`config.mk`:
```
export PLATFORM = sky130hd
export DESIGN_NAME = xbar_clk_channel
export DESIGN_NICKNAME = d
export VERILOG_FILES = /design/src/rtl/xch_pkg.sv /design/src/rtl/xch_regfile.sv /design/src/rtl/xch_prediv.sv /design/src/rtl/xch_findiv.sv /design/src/rtl/xbar_clk_channel.sv
export SDC_FILE = /design/constraint.sdc
export NUM_CORES = 1
export LEC_CHECK = 0
export BUFFER_PORTS_ARGS = -buffer_cell sky130_fd_sc_hd__clkbuf_2
export CORE_ASPECT_RATIO = 1.75
export CORE_MARGIN = 5
export CORE_UTILIZATION = 50
export DETAILED_ROUTE_END_ITERATION = 10
export PLACE_DENSITY = 0.83
export SLEW_MARGIN = 20
export SYNTH_ARGS = -nofsm -noshare
export SYNTH_HDL_FRONTEND = slang
export SYNTH_SLANG_ARGS = --single-unit
```
`constraint.sdc`:
```
create_clock -name clk -period 5.8 [get_ports clk]
set_input_delay 0.58 -clock clk [delete_from_list [all_inputs] [get_ports clk]]
set_output_delay 0.58 -clock clk [all_outputs]
set_load 0.1 [all_outputs]
```
`src/rtl/xch_pkg.sv`:
```
package xch_pkg;
    localparam int SEL_W        = 6;
    localparam int PDIV_W       = 10;
    localparam int FDIV_W       = 6;
    localparam int XB_GATE_BIT  = 6;
    localparam int FIN_GATE_BIT = 6;
    localparam int FIN_SYNC_BIT = 7;

    typedef struct packed {
        logic [SEL_W-1:0]  sel;
        logic              pre_on;
        logic [PDIV_W-1:0] pre_div;
        logic [FDIV_W-1:0] fin_div;
        logic              fin_on;
        logic              sync_md;
    } ch_cfg_t;
endpackage

```
`src/rtl/xch_regfile.sv`:
```
module xch_regfile
    import xch_pkg::*;
#(
    parameter int ADDR_W = 12,
    parameter int CH_IDX = 5
) (
    input  logic              clk,
    input  logic              rst_n,
    input  logic              wr_en,
    input  logic [ADDR_W-1:0] addr,
    input  logic [31:0]       wdata,
    output logic [31:0]       rdata,
    output ch_cfg_t           cfg_o
);
    localparam int LANE_SH = (CH_IDX % 4) * 8;
    localparam logic [ADDR_W-1:0] XB_A  = ADDR_W'(32'h18 + (CH_IDX / 4) * 4);
    localparam logic [ADDR_W-1:0] PRE_A = ADDR_W'(32'h58 + CH_IDX * 4);
    localparam logic [ADDR_W-1:0] FIN_A = ADDR_W'(32'h164 + CH_IDX * 4);

    ch_cfg_t cfg_d, cfg_q;
    logic    unused_wbits;

    assign unused_wbits = ^wdata;

    always_comb begin
        cfg_d = cfg_q;
        if (wr_en) begin
            if (addr == XB_A) begin
                cfg_d.sel    = wdata[LANE_SH +: SEL_W];
                cfg_d.pre_on = wdata[LANE_SH + XB_GATE_BIT];
            end
            if (addr == PRE_A) begin
                cfg_d.pre_div = wdata[PDIV_W-1:0];
            end
            if (addr == FIN_A) begin
                cfg_d.fin_div = wdata[FDIV_W-1:0];
                cfg_d.fin_on  = wdata[FIN_GATE_BIT];
                cfg_d.sync_md = wdata[FIN_SYNC_BIT];
            end
        end
    end

    always_comb begin
        rdata = '0;
        if (addr == XB_A) begin
            rdata[LANE_SH +: SEL_W]          = cfg_q.sel;
            rdata[LANE_SH + XB_GATE_BIT]     = cfg_q.pre_on;
        end
        if (addr == PRE_A) begin
            rdata[PDIV_W-1:0] = cfg_q.pre_div;
        end
        if (addr == FIN_A) begin
            rdata[FDIV_W-1:0]  = cfg_q.fin_div;
            rdata[FIN_GATE_BIT] = cfg_q.fin_on;
            rdata[FIN_SYNC_BIT] = cfg_q.sync_md;
        end
    end

    always_ff @(posedge clk or negedge rst_n) begin
        if (!rst_n) cfg_q <= '0;
        else        cfg_q <= cfg_d;
    end

    assign cfg_o = cfg_q;
endmodule

```
`src/rtl/xch_prediv.sv`:
```
module xch_prediv
    import xch_pkg::*;
(
    input  logic              clk,
    input  logic              rst_n,
    input  logic              src_tick,
    input  logic              gate_on,
    input  logic [PDIV_W-1:0] ratio,
    output logic              mid_tick
);
    typedef struct packed {
        logic [PDIV_W-1:0] cnt;
    } pre_st_t;

    pre_st_t st_d, st_q;
    logic    wrap;

    always_comb begin
        st_d     = st_q;
        wrap     = (st_q.cnt >= ratio);
        mid_tick = gate_on && src_tick && wrap;
        if (!gate_on) begin
            st_d.cnt = ratio;
        end else if (src_tick) begin
            st_d.cnt = wrap ? '0 : st_q.cnt + PDIV_W'(1);
        end
    end

    always_ff @(posedge clk or negedge rst_n) begin
        if (!rst_n) st_q <= '0;
        else        st_q <= st_d;
    end
endmodule

```
`src/rtl/xch_findiv.sv`:
```
module xch_findiv
    import xch_pkg::*;
(
    input  logic              clk,
    input  logic              rst_n,
    input  logic              mid_tick,
    input  logic              gate_on,
    input  logic [FDIV_W-1:0] ratio,
    output logic              tick_o,
    output logic              lvl_o
);
    typedef struct packed {
        logic [FDIV_W-1:0] cnt;
        logic              tick;
        logic              lvl;
    } fin_st_t;

    fin_st_t           st_d, st_q;
    logic              wrap;
    logic [FDIV_W-1:0] nxt;
    logic [FDIV_W:0]   half;

    always_comb begin
        st_d      = st_q;
        st_d.tick = 1'b0;
        wrap      = (st_q.cnt >= ratio);
        nxt       = wrap ? '0 : st_q.cnt + FDIV_W'(1);
        half      = ({1'b0, ratio} + (FDIV_W+1)'(2)) >> 1;
        if (!gate_on) begin
            st_d.cnt = ratio;
            st_d.lvl = 1'b0;
        end else if (mid_tick) begin
            st_d.cnt  = nxt;
            st_d.tick = wrap;
            st_d.lvl  = ({1'b0, nxt} < half);
        end
    end

    always_ff @(posedge clk or negedge rst_n) begin
        if (!rst_n) st_q <= '0;
        else        st_q <= st_d;
    end

    assign tick_o = st_q.tick;
    assign lvl_o  = st_q.lvl;
endmodule

```
`src/rtl/xbar_clk_channel.sv`:
```
module xbar_clk_channel
    import xch_pkg::*;
#(
    parameter int ADDR_W  = 12,
    parameter int CH_IDX  = 5,
    parameter int NUM_SRC = 64
) (
    input  logic               clk,
    input  logic               rst_n,
    input  logic               reg_we,
    input  logic [ADDR_W-1:0]  reg_addr,
    input  logic [31:0]        reg_wdata,
    output logic [31:0]        reg_rdata,
    input  logic [NUM_SRC-1:0] src_en,
    output logic               ch_tick,
    output logic               ch_lvl,
    output logic               ch_on_sts
);
    localparam int SRC_SPAN = 1 << SEL_W;
    localparam logic [ADDR_W-1:0] FIN_A = ADDR_W'(32'h164 + CH_IDX * 4);

    ch_cfg_t               cfg;
    logic [SRC_SPAN-1:0]   src_ext;
    logic                  sel_tick;
    logic                  mid_tick;
    logic                  pgate;
    logic                  fgate;
    logic                  fin_wr;

    xch_regfile #(.ADDR_W(ADDR_W), .CH_IDX(CH_IDX)) u_regs (
        .clk   (clk),
        .rst_n (rst_n),
        .wr_en (reg_we),
        .addr  (reg_addr),
        .wdata (reg_wdata),
        .rdata (reg_rdata),
        .cfg_o (cfg)
    );

    assign src_ext  = SRC_SPAN'(src_en);
    assign sel_tick = src_ext[cfg.sel];
    assign pgate    = cfg.pre_on;
    assign fgate    = cfg.fin_on;
    assign fin_wr   = reg_we && (reg_addr == FIN_A);

    xch_prediv u_pre (
        .clk      (clk),
        .rst_n    (rst_n),
        .src_tick (sel_tick),
        .gate_on  (pgate),
        .ratio    (cfg.pre_div),
        .mid_tick (mid_tick)
    );

    xch_findiv u_fin (
        .clk      (clk),
        .rst_n    (rst_n),
        .mid_tick (mid_tick),
        .gate_on  (fgate),
        .ratio    (cfg.fin_div),
        .tick_o   (ch_tick),
        .lvl_o    (ch_lvl)
    );

    assign ch_on_sts = fgate;
endmodule

```
==> impl_metrics.py <==
metrics = {
    "clock_tree": {
        "insertion_delay_ps": 280,
        "clock-sinks": 43,
        "cts_setup_buffers": 0,
        "cts.hold.buffers_added": 0,
        "cts.reportedPaths.clkPinSlew_ps": 60,
        "max-clock-path-buffers": 2,
        "numCtsBuffers": 5,
        "cts_tree": "done",
        "cts_resized": 0,
        "clockRootBuffer": "clkbuf_16",
        "htree_num_levels": 2,
    },
    "worst_setup_path": {
        "r2r.worst_path.cells": 7,
        "rrSetupSlack_ps": 2870,
        "crit_path_max_fanout": 9,
        "slowest_delay_ps": 870,
        "slowest_stage": "nor4_2",
        "reg2reg_to": "u_fin.st_q[6]$_DFFE_PN0P_",
        "reg2reg_from": "u_regs.cfg_o[19]$_DFFE_PN0P_",
        "end_kind": "output pin",
        "critPathTopFamily": "simple AND/OR/NAND/NOR gates",
        "crit_buf_inv": 2,
        "cp-start-kind": "input port",
        "worstPathRequired_ps": 5220,
        "crit_type": "in2out",
        "path_cells": "clkbuf_2 > nor4b_1 > nand2_1 > nor4_2 > a22o_1 > clkbuf_2",
        "cpMostUsedCell": "clkbuf_2",
        "cp.arrival_ps": 2800,
    },
    "placed_design": {
        "portBuffers": 111,
        "post-dp-hpwl_um": 7440,
        "gp_congestion": 0.889,
        "post_dp_cell_area_mm2": 0.00401,
    },
    "yosys": {
        "yosysWarnings": 0,
        "yosysSeqAreaShare_pct": 30.8,
        "syn_area_mm2": 0.00350,
        "synthArstFlopShare_pct": 100,
        "syn_inst": 347,
        "synth_edf_count": 0,
        "syn_area_per_cell_um2": 10.1,
        "synthFlopType": "dfrtp_1",
        "ys_types": 56,
        "synth_seq_cells": 43,
    },
    "grt": {
        "grt-ovfl-total": 0,
        "grtUsageMet3_pct": 4.16,
        "grt_pass1_vias": 3382,
        "grt_max_degree": 44,
        "antenna_found_initial": 0,
        "use_met2_pct": 40.6,
        "busiest_layer": "met2",
        "grt_pass1_wl_um": 15200,
        "use_met1_pct": 22.2,
        "grt_use_total_pct": 21.9,
    },
    "sta": {
        "hold_viol_final": 0,
        "finalCritPeriodShare_pct": 58.3,
        "tightest_slew_ps": 973,
        "hold_slack_ps": 278,
        "clock.fmax_ghz": 0.296,
        "setup_violations": 0,
        "final-max-slew-violation-count": 0,
        "max_slew_margin_pct": 34.6,
        "fin_crit_ps": 3380,
        "worst_clock_skew_ps": 6.93,
        "rsz0062_at_grt": "false",
        "tns_ps": 0,
    },
    "layout": {
        "nNetsFinal": 585,
        "drive_above_1_share_pct": 37.0,
        "fin_area_mm2": 0.00415,
        "num_antenna_cells": 0,
        "syn_to_final_growth_pct": 18.7,
    },
    "power": {
        "p_leak_nw": 1.97,
        "power.density_mw_per_mm2": 166,
        "power_w": 0.000690,
        "ir_drop_uv": 170,
    },
    "floorplanning": {
        "initial_core_util_pct": 51.0,
        "row_count": 40,
        "die_h_um": 121,
        "chipWidth_um": 73.2,
        "die_area_mm2": 0.00883,
        "ios": 146,
        "coreArea_mm2": 0.00686,
    },
    "outcome": {
        "status": "complete, no violations",
    },
    "route": {
        "first_pass_iters": 4,
        "wirelength_um": 9200,
        "first_iter_violations": 183,
        "vias_per_cell": 5.92,
        "vias": 3166,
        "avgRoutedWirePerCell_um": 17.2,
        "drc": 0,
        "ant_nets": 0,
    },
    "job": {
        "cap_viol_max_count": 0,
    },
    "hold_path": {
        "hold_class": "in2async",
    },
}
==> worst register-to-register path: stages, from the launching register on <==
cell and delay, ps:
dfrtp_1 850, mux4_2 370, mux2i_1 100, o32a_1 330, nand4_2 140, nand4_2 340
or4_1 530, a31oi_1 190
==> layout make-up <==
type                            instances  area [um2]
Multi-Input combinational cell        262        2160
Inverter                               25        93.8
Fill cell                             568        2710
Clock buffer                            6         129
Tap cell                               84         105
Timing Repair Buffer                  113         573
Clock inverter                          2        12.5
Sequential cell                        43        1080
==> cells in the mapped netlist (4+ instances only) <==
cell type | instances | share of area [%]
xnor2_1 | 5 | 1.3
a22o_1 | 14 | 3.5
or4_1 | 4 | 0.86
a21o_1 | 5 | 1.1
mux2i_1 | 13 | 3.7
a21oi_1 | 8 | 1.1
ha_1 | 24 | 8.6
nor2_1 | 21 | 2.3
nor3_1 | 4 | 0.57
buf_4 | 19 | 4.1
o21ai_0 | 8 | 1.1
mux4_2 | 13 | 8.4
a31oi_1 | 5 | 0.89
clkbuf_1 | 6 | 0.64
nor4_1 | 6 | 1.1
and2_1 | 5 | 0.89
nand2_1 | 20 | 2.1
inv_1 | 24 | 2.6
a221o_1 | 7 | 2.0
dfrtp_1 | 43 | 31
nand2b_1 | 6 | 1.1
nand3_1 | 11 | 1.6
mux2_2 | 25 | 8.1
==> how the worst max path moves through the flow <==
stage / startpoint / endpoint / depth (start not counted)
after CTS: reg_addr[11] / reg_rdata[2] / 6
final: reg_addr[11] / reg_rdata[2] / 6
after global routing: reg_addr[11] / reg_rdata[2] / 6
after detailed placement: reg_addr[11] / reg_rdata[2] / 6
after global placement: reg_addr[11] / reg_rdata[1] / 6
after floorplan: reg_addr[11] / reg_rdata[0] / 4
==> state kept, by name, indices dropped and copies added (netlist names) <==
register      flops
u_regs.cfg_o     25
u_fin.lvl_o       1
u_fin.st_q        6
u_fin.tick_o      1
u_pre.st_q       10
==> layer usage <==
metal / up-vias / routed length, um
met4: 0 / 399
met2: 155 / 5070
met1: 1514 / 3130
li1: 1465 / -
met5: - / 0
met3: 32 / 605
==> layout by cell type (no fill, tap or decap), types with 2 or more instances in the layout <==
master | netlist | layout
nand2b_1 | 6 | 6
o211ai_1 | 2 | 2
mux2_2 | 25 | 25
dfrtp_1 | 43 | 43
xor2_1 | 2 | 2
and2_1 | 5 | 5
a21oi_1 | 8 | 8
a221o_1 | 7 | 7
a211o_1 | 2 | 2
nor2b_1 | 3 | 3
clkbuf_2 | 0 | 110
nand3_1 | 11 | 11
o2bb2ai_1 | 2 | 2
nor2_1 | 21 | 21
ha_1 | 24 | 24
mux2i_1 | 13 | 13
nor4b_1 | 2 | 2
and3_1 | 2 | 2
buf_4 | 19 | 3
a31oi_1 | 5 | 5
nor4_1 | 6 | 5
o221ai_1 | 2 | 2
nand4b_1 | 2 | 2
mux4_2 | 13 | 13
a21o_1 | 5 | 5
nand4_2 | 2 | 2
o21ai_0 | 8 | 8
conb_1 | 1 | 17
nor4_2 | 1 | 2
xnor2_1 | 5 | 5
clkbuf_16 | 0 | 5
a22o_1 | 14 | 14
or4_1 | 4 | 4
a22oi_1 | 2 | 2
nand2_1 | 20 | 20
nor3_1 | 4 | 4
a211oi_1 | 3 | 3
inv_1 | 24 | 24
==> logic make-up after synthesis <==
kind of cell,Yosys count,share of synthesized area (%)
flip-flops,43,30.8
AO/OA/AOI/OAI,67,14.4
buffers and inverters,58,9.34
multiplexers,51,20.2
adder cells (fa/ha/maj),24,8.59
AND/OR/NAND/NOR,96,14.9
XOR/XNOR,7,1.75
other,1,0.107
==> metrics by stage <==
stage | utilization, % | setup WS (ps) | instances
final | 60.5 | 2420 | 535
after global routing | 60.5 | 2270 | 535
after CTS | 60.5 | 2440 | 535
after detailed placement | 58.4 | 2460 | 527
after global placement | 58.4 | 2490 | 527
after floorplan | - | 2750 | 363
==> power by group <==
| part | switching (W) | internal, W |
|---|---|---|
| Combinational | 0.0000776 | 0.0000372 |
| Clock | 0.000112 | 0.000159 |
| Sequential | 0.00000272 | 0.000301 |
| Total | 0.000193 | 0.000497 |
(Power assumes the default switching activity.)
